### config.mk
export PLATFORM = sky130hd
export DESIGN_NAME = dual_down_timer
export DESIGN_NICKNAME = d
export VERILOG_FILES = /design/src/rtl/timer_pkg.sv /design/src/rtl/tmr_prescale.sv /design/src/rtl/tmr_channel.sv /design/src/rtl/dual_down_timer.sv
export SDC_FILE = /design/constraint.sdc
export NUM_CORES = 1
export LEC_CHECK = 0
export BUFFER_PORTS_ARGS = -buffer_cell sky130_fd_sc_hd__buf_2
export CAP_MARGIN = 40
export CORE_UTILIZATION = 40
export CTS_BUF_LIST = sky130_fd_sc_hd__clkbuf_8 sky130_fd_sc_hd__clkbuf_16
export DETAILED_ROUTE_END_ITERATION = 8
export PLACE_DENSITY = 0.62
export REMOVE_ABC_BUFFERS = 1
export SYNTH_ARGS = -nofsm -noshare
export SYNTH_HDL_FRONTEND = slang
export SYNTH_SLANG_ARGS = --single-unit
### constraint.sdc
create_clock -name clk -period 3.07 [get_ports clk]
set_input_delay 0.614 -clock clk [delete_from_list [all_inputs] [get_ports clk]]
set_output_delay 0.614 -clock clk [all_outputs]
set_load 0.01 [all_outputs]
### src/rtl/timer_pkg.sv
package timer_pkg;

    localparam int CNT_W   = 24;
    localparam int DATA_W  = 32;
    localparam int PRE_W   = 8;
    localparam int CH_LSB  = 5;

    // register index taken from address bits 4:2
    localparam logic [2:0] REG_LOAD  = 3'd0;
    localparam logic [2:0] REG_COUNT = 3'd1;
    localparam logic [2:0] REG_CTRL  = 3'd2;
    localparam logic [2:0] REG_CLR   = 3'd3;

    localparam int EN_BIT  = 7;
    localparam int PER_BIT = 6;
    localparam int DIV_LSB = 2;

    localparam logic [1:0] DIV_BY1  = 2'd0;
    localparam logic [1:0] DIV_BY16 = 2'd1;

    typedef struct packed {
        logic [CNT_W-1:0] load;
        logic [CNT_W-1:0] count;
        logic             en;
        logic             per;
        logic [1:0]       div;
        logic             flag;
    } chan_state_t;

endpackage

### src/rtl/tmr_prescale.sv
module tmr_prescale
    import timer_pkg::*;
(
    input  logic       clk,
    input  logic       rst_n,
    input  logic       en_i,
    input  logic [1:0] div_i,
    input  logic       restart_i,
    output logic       tick_o
);

    logic [PRE_W-1:0] cnt_d, cnt_q;
    logic [PRE_W-1:0] limit;

    always_comb begin
        case (div_i)
            DIV_BY1:  limit = '0;
            DIV_BY16: limit = PRE_W'(15);
            default:  limit = '1;
        endcase
        tick_o = en_i && !restart_i && (cnt_q == limit);
        if (restart_i || !en_i)
            cnt_d = '0;
        else if (cnt_q == limit)
            cnt_d = '0;
        else
            cnt_d = cnt_q + PRE_W'(1);
    end

    always_ff @(posedge clk) begin
        if (!rst_n) cnt_q <= '0;
        else        cnt_q <= cnt_d;
    end


    div_gap_chk: assert property (@(posedge clk) disable iff (!rst_n)
        (tick_o && div_i != DIV_BY1 && !restart_i) |=> !tick_o);

endmodule

### src/rtl/tmr_channel.sv
module tmr_channel
    import timer_pkg::*;
(
    input  logic             clk,
    input  logic             rst_n,
    input  logic             ld_we,
    input  logic             ctl_we,
    input  logic             clr_we,
    input  logic [CNT_W-1:0] ld_val,
    input  logic             ctl_en,
    input  logic             ctl_per,
    input  logic [1:0]       ctl_div,
    output logic [CNT_W-1:0] load_o,
    output logic [CNT_W-1:0] count_o,
    output logic             en_o,
    output logic             per_o,
    output logic [1:0]       div_o,
    output logic             flag_o
);

    chan_state_t st_d, st_q;
    logic        tick;
    logic        zero_evt;

    tmr_prescale u_pre (
        .clk       (clk),
        .rst_n     (rst_n),
        .en_i      (st_q.en),
        .div_i     (st_q.div),
        .restart_i (ctl_we),
        .tick_o    (tick)
    );

    always_comb begin
        st_d     = st_q;
        zero_evt = !ld_we && tick && (st_q.count == CNT_W'(1));
        if (ld_we) begin
            st_d.load  = ld_val;
            st_d.count = ld_val;
        end else if (tick) begin
            if (st_q.count != '0)
                st_d.count = st_q.count - CNT_W'(1);
            else if (st_q.per)
                st_d.count = st_q.load;
        end
        if (ctl_we) begin
            st_d.en  = ctl_en;
            st_d.per = ctl_per;
            st_d.div = ctl_div;
        end
        st_d.flag = zero_evt || (st_q.flag && !clr_we);
    end

    always_ff @(posedge clk) begin
        if (!rst_n) st_q <= '0;
        else        st_q <= st_d;
    end

    assign load_o  = st_q.load;
    assign count_o = st_q.count;
    assign en_o    = st_q.en;
    assign per_o   = st_q.per;
    assign div_o   = st_q.div;
    assign flag_o  = st_q.flag;


    load_copy_chk: assert property (@(posedge clk) disable iff (!rst_n)
        ld_we |=> (st_q.count == $past(ld_val)) && (st_q.load == $past(ld_val)));


    hold_off_chk: assert property (@(posedge clk) disable iff (!rst_n)
        (!st_q.en && !ld_we) |=> $stable(st_q.count));


    oneshot_rest_chk: assert property (@(posedge clk) disable iff (!rst_n)
        (!st_q.per && st_q.count == '0 && !ld_we) |=> st_q.count == '0);


    flag_origin_chk: assert property (@(posedge clk) disable iff (!rst_n)
        $rose(st_q.flag) |-> $past(st_q.count) == CNT_W'(1));


    flag_drop_chk: assert property (@(posedge clk) disable iff (!rst_n)
        $fell(st_q.flag) |-> $past(clr_we));

endmodule

### src/rtl/dual_down_timer.sv
module dual_down_timer
    import timer_pkg::*;
#(
    parameter int N_CH = 2,
    localparam int CH_W = (N_CH > 1) ? $clog2(N_CH) : 1,
    localparam int ADDR_W = CH_LSB + CH_W
) (
    input  logic              clk,
    input  logic              rst_n,
    input  logic [ADDR_W-1:0] bus_addr,
    input  logic              bus_we,
    input  logic [DATA_W-1:0] bus_wdata,
    output logic [DATA_W-1:0] bus_rdata,
    output logic              irq_o
);

    logic [CH_W-1:0]  ch_sel;
    logic [2:0]       reg_sel;
    logic [CNT_W-1:0] ch_load  [N_CH];
    logic [CNT_W-1:0] ch_count [N_CH];
    logic             ch_en    [N_CH];
    logic             ch_per   [N_CH];
    logic [1:0]       ch_div   [N_CH];
    logic             ch_flag  [N_CH];
    logic             unused_bits;

    assign ch_sel      = bus_addr[CH_LSB +: CH_W];
    assign reg_sel     = bus_addr[4:2];
    assign unused_bits = ^{bus_wdata[DATA_W-1:CNT_W], bus_addr[1:0]};

    for (genvar c = 0; c < N_CH; c++) begin : g_ch
        logic hit;
        assign hit = bus_we && (ch_sel == CH_W'(c));

        tmr_channel u_ch (
            .clk     (clk),
            .rst_n   (rst_n),
            .ld_we   (hit && reg_sel == REG_LOAD),
            .ctl_we  (hit && reg_sel == REG_CTRL),
            .clr_we  (hit && reg_sel == REG_CLR),
            .ld_val  (bus_wdata[CNT_W-1:0]),
            .ctl_en  (bus_wdata[EN_BIT]),
            .ctl_per (bus_wdata[PER_BIT]),
            .ctl_div (bus_wdata[DIV_LSB +: 2]),
            .load_o  (ch_load[c]),
            .count_o (ch_count[c]),
            .en_o    (ch_en[c]),
            .per_o   (ch_per[c]),
            .div_o   (ch_div[c]),
            .flag_o  (ch_flag[c])
        );
    end

    always_comb begin
        bus_rdata = '0;
        for (int c = 0; c < N_CH; c++) begin
            if (ch_sel == CH_W'(c)) begin
                case (reg_sel)
                    REG_LOAD:  bus_rdata[CNT_W-1:0] = ch_load[c];
                    REG_COUNT: bus_rdata[CNT_W-1:0] = ch_count[c];
                    REG_CTRL: begin
                        bus_rdata[EN_BIT]       = ch_en[c];
                        bus_rdata[PER_BIT]      = ch_per[c];
                        bus_rdata[DIV_LSB +: 2] = ch_div[c];
                    end
                    default:   bus_rdata = '0;
                endcase
            end
        end
    end

    assign irq_o = ch_flag[0];


    hole_read_chk: assert property (@(posedge clk) disable iff (!rst_n)
        bus_addr[4] |-> bus_rdata == '0);


    ctrl_mask_chk: assert property (@(posedge clk) disable iff (!rst_n)
        (reg_sel == REG_CTRL) |-> (bus_rdata & ~DATA_W'(32'h0000_00CC)) == '0);

endmodule

# --- Word-level counts from Yosys, hierarchy flattened ---
# Cells that the tools add are included.
classes:
  addsub: 4
  n_eq_ne: 8
  n_mux: 22
  n_bitwise: 2
  n_reduce_logical: 36
op_table:
  columns: ["op", "count"]
  rows:
  - ["two-way mux 24 bit", 10]
  - ["case mux 16 bit (3 select lines)", 1]
  - ["nonzero test 24 bit", 2]
  - ["subtractor 24 x 1 -> 24 bit, second input constant", 2]
  - ["case mux 2 bit (3 select lines)", 6]
  - ["case mux 16 bit (2 select lines)", 1]
  - ["case mux 8 bit (2 select lines)", 2]
  - ["equality test 24 x 1 -> 1 bit, second input constant", 1]
  - ["adder 8 x 1 -> 8 bit, second input constant", 2]
  - ["equality test 8 bit", 2]
  - ["logical AND 1 bit", 14]
  - ["case mux 2 bit (2 select lines)", 2]
  - ["equality test 3 x 2 -> 1 bit, second input constant", 2]
  - ["logical NOT 1 bit", 6]
  - ["nonzero test 3 bit", 2]
  - ["OR reduction 3 bit", 2]
  - ["equality test 2 x 1 -> 1 bit, second input constant", 2]
  - ["logical NOT 2 bit", 2]
  - ["AND reduction 2 bit", 2]
  - ["nonzero test 2 bit", 2]
  - ["equality test 3 x 1 -> 1 bit, second input constant", 1]
  - ["logical NOT 3 bit", 1]
  - ["logical OR 1 bit", 3]
  - ["NOT 1 bit", 2]
totals:
  ff_bits: 121
  input_bits: 41
  output_inout_bits: 33
  elab_cells: 85

# --- Longest topological paths before layout ---
# Gate-level depths: netlist of the first run.
logic_depth:
  ltp_word: 9
  depth_mapped: 10
  ltp_nobuf: 8

# --- Modules after synthesis ---
# From an unflattened synthesis of the first run, not the netlist that was laid out.
hier_totals:
  cells_unflattened: 855
  hier_area_um2: 7543.5
modules_own_cells:
  columns: ["module", "n_inst", "cells_per_inst", "area_each_um2", "seq_area_each_um2"]
  rows:
  - ["tmr_channel", 2, 340, 2921.6, 1061.0]
  - ["dual_down_timer", 1, 93, 959.7, 0.0]
  - ["tmr_prescale", 2, 41, 370.4, 160.2]

# --- Least setup slack after synthesis of the first run ---
# No wires, ideal clock.
synth_timing:
  kind: "input-to-output"
  from: "input port bus_addr[3]"
  to: "output port bus_rdata[0]"
  t_arrival_ps: 1952
  t_required_ps: 2456
  path_slack_ps: 504
  cell_stages: 7
  n_path_buf: 3
  path_cell_list: "clkbuf_1 nor2b_1 clkbuf_1 nor2b_1 clkbuf_1 a22oi_1 o22ai_1"
synth_via:
  elab_chain_len: 5
  elab_cells_between_ends: 7
  classes_between: "eq/ne: 2; mux: 4; reduce/logical: 1"
synth_lines:
  columns: ["element", "line", "source"]
  rows:
  - ["from (decl)", "dual_down_timer.sv:10", "input logic [ADDR_W-1:0] bus_addr,"]
  - ["equality test 3 x 1 -> 1 bit / logical NOT 3 bit (equally long branches)", "dual_down_timer.sv:58", "case (reg_sel)"]
  - ["case mux 2 bit (2 select lines)", "dual_down_timer.sv:58", null]
  - ["two-way mux 24 bit", "dual_down_timer.sv:57", "if (ch_sel == CH_W'(c)) begin"]
  - ["case mux 2 bit (3 select lines)", "dual_down_timer.sv:58", null]
  - ["two-way mux 24 bit (*)", "dual_down_timer.sv:57", null]
  - ["to (decl)", "dual_down_timer.sv:13", "output logic [DATA_W-1:0] bus_rdata,"]
# Mark *: on every way between the ends. The rest lies on a longest branch, timed or not.

# --- Final worst setup path of the first run ---
layout_timing:
  from: "register g_ch[1].u_ch.st_q, in the netlist g_ch[1].u_ch.count_o[0]"
  to: "register g_ch[1].u_ch.st_q, in the netlist g_ch[1].u_ch.count_o[2]"
layout_via:
  elab_chain_len: 4
  elab_cells_between_ends: 7
  classes_between: "add/sub: 1; mux: 3; reduce/logical: 3"
layout_lines:
  columns: ["element", "line", "source"]
  rows:
  - ["from (decl)", "tmr_channel.sv:21", "chan_state_t st_d, st_q;"]
  - ["from (signal assigned)", "tmr_channel.sv:56", "else st_q <= st_d;"]
  - ["subtractor 24 x 1 -> 24 bit / nonzero test 24 bit (equally long branches)", "tmr_channel.sv:42, tmr_channel.sv:41", null]
  - ["two-way mux 24 bit", "tmr_channel.sv:41", "if (st_q.count != '0)"]
  - ["two-way mux 24 bit", "tmr_channel.sv:40", "end else if (tick) begin"]
  - ["two-way mux 24 bit", "tmr_channel.sv:37", "if (ld_we) begin"]
# Parallel ways exist; a longest one is shown, timed or not. The select of a mux whose other input is x is not followed.
# A chain may end at the register's enable or synchronous reset.

==> impl_results.md, run 1 <==
- WP data required: between 3000 and 4000 ps
- Initial antenna violation count: 0
- Gr usage total: 25.9%
- Power Density: 583 nW/um2
- I/O Pins: 74
- Setup slack after layout: 226 ps
- Fmax: 0.352 GHz
- Critical path capture point type: register
- CP peak stage delay: 510 ps
- Buf/Inv on CP: 2
- DRT iter0 DRCs: 865
- Final net count: 1,015
- Synthesized area per cell: between 7 and 8 um2
- Hold WC Path Type: reg2reg
- RR Endpoint: g_ch[1].u_ch.count_o[2]
- Combinational family with the most area after synthesis: compound AO/OA/AOI/OAI gates
- Die width: 135 um
- H-Tree Level Count: 4
- Crit path time final: 2840 ps
- Crit path DAT: 3200 ps
- Post-Synth Adder-Cell Area: 1.24%
- Wirelength per Cell: 19.1 um
- DP HPWL: 15,800 um
- EDFF count, synth: 0
- DRC violations left: 0
- Maxcap violations: 0
- Detail Route Antenna Nets: 0
- Synth Area in Simple Gates: 23.4%
- Grt ovf: 0
- Multiplexer share of the synthesized area: a little over 3%
- Vias in the first global route: 6,370
- Worst r2r path cells: 9
- Finished Core Util: 47.8%
- Register area share after synthesis: 34.4%
- Pre-antenna DRT Iters: 7
- Layout cells sized above 1: 14.5%
- Commonest non-fill, non-tap cell in the layout: nand2_1
- Crit-path most repeated cell: or4b_4
- Reg2Reg Launch Point: g_ch[1].u_ch.count_o[0]
- Clock latency on the worst-skew pair: 420 ps
- Total CTS buffers: 17
- Port bufs: 55
- Clock Root Buffer: clkbuf_16
- Critical setup path kind: reg2reg
- Post-Synthesis Cells: 928
- Num rows: 48
- Area of the die: 18,100 um2
- Routed vias/inst: about 5.9
- Largest cells by area after synthesis: dfxtp_1 (34%), nand2_1 (8.2%), a21oi_1 (6.5%)
- Worst R2R Setup Slack: 230 ps
- Synth warnings: 0
- VDD IR max: 0.000422 V
- Place WS: about 280 ps
- Worst setup startpoint: g_ch[1].u_ch.count_o[0]
- Post-synthesis compound-gate area fraction: 26.9%
- Post-Layout Inst Area: 8240 um2
- Postcts setup bufs: 0
- Ant. Diodes: 0
- Yosys top cell area share: approximately a third
- Die height: roughly 130 um
- Share of async-settable or async-resettable flops after synthesis: 0%
- First-pass GRT wire length: 36,000 um
- Sw Pwr: 0.00144 W
- Tightest Pin Transition: 801 ps
- Power share of the clock group: 44.7%
- Crit path cell chain: inv_1 -> ha_1 -> or4b_4 -> or4b_4 -> nor3_1 -> o21ai_2 -> buf_4 -> o21ai_0 -> o2bb2ai_1
- Via count: 7,163
- Cell Int Power: 0.00336 W
- CTS Sinks: 121
- Leakage: between 3 and 4 nW
- Reg clk slew, reported paths: 60 ps
- Final Hold Vio Count: 0
- Post-cts resize count: 0
- Max-slew headroom: 46.1%
- Final worst-path cycle share: 92.6%
- CTS hold repair buffers: 0
- Top_reg_cell synth: dfxtp_1
- Post-synth cell types: 66
- #FFs+latches synth: 121
- HP Start: g_ch[0].u_ch.flag_o
- Final setup viols: 0
- Register share of total power: 34.2%
- Initial Util: approximately two fifths
- Placement Cell Area: 7600 um2
- Core Region: 17,200 um2
- Outcome: complete, no violations
- Global placement routability congestion: 0.928
- Commonest non-fill, non-tap cells in the layout: nand2_1 (153), dfxtp_1 (121), a21oi_1 (92), nor2_1 (74), buf_2 (55)
- Max-slew violation count: 0
- Final Skew: 7.34 ps
- Hold depth: 2
- Leading area contributor after synthesis: dfxtp_1
- Synth-to-layout area growth: 17.0%
- Synthesized cell area: 7040 um2
- Crit start category: register
- Synth Area in XOR/XNOR: roughly 4.7%
- Max clock buf depth: 2
- CP max FO: 22
- Post-Route WL: approximately 23,000 um
- Largest net degree at the start of global routing: 66
- Hold Path End: g_ch[0].u_ch.flag_o
- Sw Share: ~30%
- CTS tree: yes
- RSZ-0062 raised after global routing: no
- Critical path's slowest cell: or4b_4
- Crit path max-delay family: simple AND/OR/NAND/NOR gates
- Combinational share of power: 21.1%
[through the flow]
| stage | std cells | hold WS [ps] | power [W] | setup TNS [ps] |
|---|---|---|---|---|
| 3_3_place_gp | 1173 | 445 | 0.00266 | 0 |
| 5_1_grt | 1205 | 459 | 0.00501 | 0 |
| 3_5_place_dp | 1173 | 447 | 0.00266 | 0 |
| 4_1_cts | 1205 | 452 | 0.00481 | 0 |
| 2_1_floorplan | 855 | 437 | 0.00233 | -226360 |
| 6_report | 1205 | 452 | 0.00480 | 0 |
[synth_stat cells (6+ instances only)]
| cell type | instances |
|---|---|
| xnor2_1 | 24 |
| nor3_1 | 20 |
| mux2i_1 | 19 |
| nor4_1 | 12 |
| xor2_1 | 14 |
| nand3_1 | 24 |
| a211oi_1 | 18 |
| a31oi_1 | 21 |
| nand2_1 | 153 |
| or3_1 | 7 |
| buf_2 | 6 |
| nand4_1 | 12 |
| o211ai_1 | 15 |
| o22ai_1 | 26 |
| ha_1 | 7 |
| o31ai_1 | 9 |
| clkbuf_1 | 59 |
| a22oi_1 | 43 |
| a221o_1 | 11 |
| buf_4 | 9 |
| a21o_1 | 7 |
| nor2_1 | 74 |
| a21oi_1 | 92 |
| inv_1 | 16 |
| or4_1 | 10 |
| o21ai_0 | 33 |
| dfxtp_1 | 121 |
[flip-flops by register name, indices dropped and copies added, names as in the netlist]
name / count
g_ch.u_ch.flag_o: 1
g_ch.u_ch.u_pre.cnt_q: 16
g_ch.u_ch.div_o: 4
g_ch.u_ch.en_o: 2
g_ch.u_ch.load_o: 48
g_ch.u_ch.per_o: 2
g_ch.u_ch.count_o: 48
[how the worst max path moves through the flow]
stage               slack [ps]                       end  cells past startpoint
floorplan                -2950  g_ch[1].u_ch.count_o[21]                      5
global placement           290              bus_rdata[4]                      6
detailed placement         280              bus_rdata[4]                      6
CTS                        280              bus_rdata[4]                      6
global route               120             bus_rdata[10]                      6
finish                     230   g_ch[1].u_ch.count_o[2]                      9
[worst min-delay path, delay by kind of cell (launching register included)]
family          cells  cell delay, ps
compound gates      1              50
flops               1             300
simple gates        1              50
[power groups by stage]
stage | registers (W) | logic (W) | clock network (W)
floorplan | 0.00166 | 0.000670 | 0
global placement | 0.00168 | 0.000981 | 0
detailed placement | 0.00168 | 0.000989 | 0
CTS | 0.00164 | 0.000998 | 0.00217
global route | 0.00165 | 0.00110 | 0.00226
finish | 0.00164 | 0.00101 | 0.00215
[routing by layer]
layer,GRT usage (%),part of all wire (%),up-vias
li1,-,-,3456
met4,6.24,1.3,0
met3,6.12,8.8,23
met2,38.6,44,327
met1,37.4,46,3357
met5,0,0,-
[kinds of logic (layout without fill, tap and decap cells)]
group / count (synthesis) / count (layout)
other: 1 / 8
multiplexers: 21 / 21
AND/OR/NAND/NOR: 349 / 349
buffers and inverters: 96 / 141
AO/OA/AOI/OAI: 295 / 295
XOR/XNOR: 38 / 38
flip-flops: 121 / 121
adder cells (fa/ha/maj): 7 / 7
[area by class of cell]
cell class | count | area, um2
multi-input cells | 718 | 4220
repair buffers | 93 | 623
well taps | 225 | 282
inverters | 16 | 60.1
clock buffers | 18 | 439
clock inverters | 14 | 198
flip-flops and latches | 121 | 2420
fillers | 1719 | 9000
Note: power is estimated with default switching activity, not from simulation.
==> run 2, diff against run 1 <==
- REMOVE_ABC_BUFFERS: 1 -> unset
==> run 2 against run 1 <==
Highest routed layer unchanged. Critical path type is now in2out. Sequential cell count did not move. Worst setup slack improved by 100 ps. Power fell by 2.7%. Final cell count rose by 0.66%. First-iteration DRC count fell by 15%. Clock-buffer cell count rose by 3.
==> impl_results.md, run 2 (synthesized netlist as in run 1, its figures left out) <==
- Max clock buf depth: 2 (unchanged)
- Area of the die: 18,100 um2 (unchanged)
- Clock latency on the worst-skew pair: 430 ps (about the same)
- CTS tree: yes
- Reg2Reg Launch Point: g_ch[1].u_ch.count_o[0]
- Commonest non-fill, non-tap cells in the layout: nand2_1 (153), dfxtp_1 (121), a21oi_1 (92), nor2_1 (74), buf_2 (55)
- Core Region: 17,200 um2 (unchanged)
- Hold_ws: 455 ps (+2.72 ps)
- Buf/Inv on CP: 3 (+1)
- Detail Route Antenna Nets: 0 (unchanged)
- DRT iter0 DRCs: 737 (-15%)
- Power Density: 567 nW/um2 (-2.7%)
- Pre-antenna DRT Iters: 5 (-2)
- CP Capture Point: bus_rdata[23]
- Clock Root Buffer: clkbuf_16
- Final setup viols: 0 (unchanged)
- CP peak stage delay: 260 ps (-250 ps)
- Max-slew violation count: 0 (unchanged)
- CP max FO: 40 (+82%)
- RSZ-0062 raised after global routing: no
- Via count: 7,208 (+0.63%)
- Initial Util: 40.9% (unchanged)
- Final worst-path cycle share: 89.3% (-3.3 points)
- Crit path max-delay family: buffers and inverters
- Synth-to-layout area growth: 16.9% (about the same)
- Crit path cell chain: buf_2 -> nor2b_1 -> nor2b_2 -> buf_12 -> a22oi_1 -> o22ai_1 -> buf_2
- Gr usage total: 26.5% (+0.54 points)
- RR Endpoint: g_ch[1].u_ch.count_o[21]
- Leakage: 3.16 nW (+1.3%)
- Hold WC Path Type: reg2reg
- Layout cells sized above 1: 14.9% (+0.39 points)
- WP data required: 2460 ps (-960 ps)
- Total CTS buffers: 17 (unchanged)
- Die width: 135 um (unchanged)
- Post-cts resize count: 0 (unchanged)
- Commonest non-fill, non-tap cell in the layout: nand2_1
- Worst setup startpoint: bus_addr[2]
- Reg clk slew, reported paths: 50 ps (about the same)
- I/O Pins: 74 (unchanged)
- Max-slew headroom: 59.1% (+13 points)
- DRC violations left: 0 (unchanged)
- CTS Sinks: 121 (unchanged)
- Worst r2r path cells: 9 (unchanged)
- Tightest Pin Transition: 608 ps (-193 ps)
- Grt ovf: 0 (unchanged)
- H-Tree Level Count: 4 (unchanged)
- Routed vias/inst: 5.94 (about the same)
- Wirelength per Cell: 19.3 um (+0.99%)
- First-pass GRT wire length: 36,800 um (+2.3%)
- DP HPWL: 16,400 um (+3.4%)
- Critical setup path kind: in2out
- Critical path capture point type: primary output
- Final net count: 1,023 (+0.79%)
- CTS hold repair buffers: 0 (unchanged)
- Global placement routability congestion: 0.924 (-0.46%)
- Critical path's slowest cell: buf_2
- Postcts setup bufs: 0 (unchanged)
- Vias in the first global route: 6,491 (+1.9%)
- Num rows: 48 (unchanged)
- Crit path time final: 2740 ps (-103 ps)
- Fmax: 0.365 GHz (+3.7%)
- Die height: 135 um (unchanged)
- Maxcap violations: 0 (unchanged)
- Crit start category: input port
- Initial antenna violation count: 0 (unchanged)
- Crit-path most repeated cell: buf_2
- Ant. Diodes: 0 (unchanged)
- Crit path DAT: 2130 ps (-1070 ps)
- Post-Route WL: 23,400 um (+1.7%)
- Final Skew: 11.8 ps (+4.47 ps)
- Outcome: complete, no violations
- VDD IR max: 0.000402 V (-4.8%)
- Port bufs: 55 (unchanged)
- Setup_tns: 0 ps (unchanged)
- Worst R2R Setup Slack: 350 ps (+120 ps)
- Worst path depth: 7 (-2)
- Final Hold Vio Count: 0 (unchanged)
- Largest net degree at the start of global routing: 48 (-27%)
run 2: cell count changes in the layout (fill, tap and decap cells not counted):
cell,previous run,this run
buf_4,33,42
inv_6,1,0
inv_1,15,18
buf_12,5,4
clkinv_2,1,5
clkinv_4,3,0
clkbuf_8,1,4
bufinv_16,4,2
clkinvlp_4,5,1
run 2: area by class of cell:
class	instances	area [um2]
Clock buffer	21	480
Clock inverter	11	104
Fill cell	1713	9000
Inverter	16	60.1
Multi-Input combinational cell	718	4220
Sequential cell	121	2420
Tap cell	225	282
Timing Repair Buffer	101	671
run 2: worst min path at each step:
stage                                            from                           to  depth (start not counted)
after detailed placement          g_ch[0].u_ch.flag_o          g_ch[0].u_ch.flag_o                          2
final                             g_ch[0].u_ch.flag_o          g_ch[0].u_ch.flag_o                          2
after global placement            g_ch[0].u_ch.flag_o          g_ch[0].u_ch.flag_o                          2
after floorplan           g_ch[1].u_ch.u_pre.cnt_q[0]  g_ch[1].u_ch.u_pre.cnt_q[0]                          1
after CTS                               bus_wdata[13]      g_ch[0].u_ch.load_o[13]                          3
after global routing                    bus_wdata[17]      g_ch[0].u_ch.load_o[17]                          3
run 2: report_power, final:
part	switching [W]	total [W]	internal (W)	leakage, nW
logic	0.000635	0.00103	0.000398	1.89
clock network	0.000733	0.00200	0.00126	0.302
registers	0.0000421	0.00164	0.00160	0.977
run 2: metrics by stage:
step	cell area, um2	utilization, %	power [W]	instances	setup WS, ps
after global placement	7650	44.4	0.00268	1181	328
after CTS	8240	47.8	0.00467	1213	351
after floorplan	7070	-	0.00243	935	504
after detailed placement	7650	44.4	0.00269	1181	369
final	8240	47.8	0.00467	1213	329
after global routing	8240	47.8	0.00487	1213	231
run 2: layer usage:
metal  up-vias  wire length (um)  track usage [%]  part of all wire (%)
met5         -                 0                0                     0
met2       278             11000             42.7                    47
met3        43              1400             4.54                   6.0
met4         0               611             10.1                   2.6
met1      3405             10400             35.2                    44
li1       3482                 -                -                     -
run 2: tightest hold or removal path, cell delays in order (launching register included):
cell     delay, ps
dfxtp_1        300
nand2_1         60
a21oi_1         50
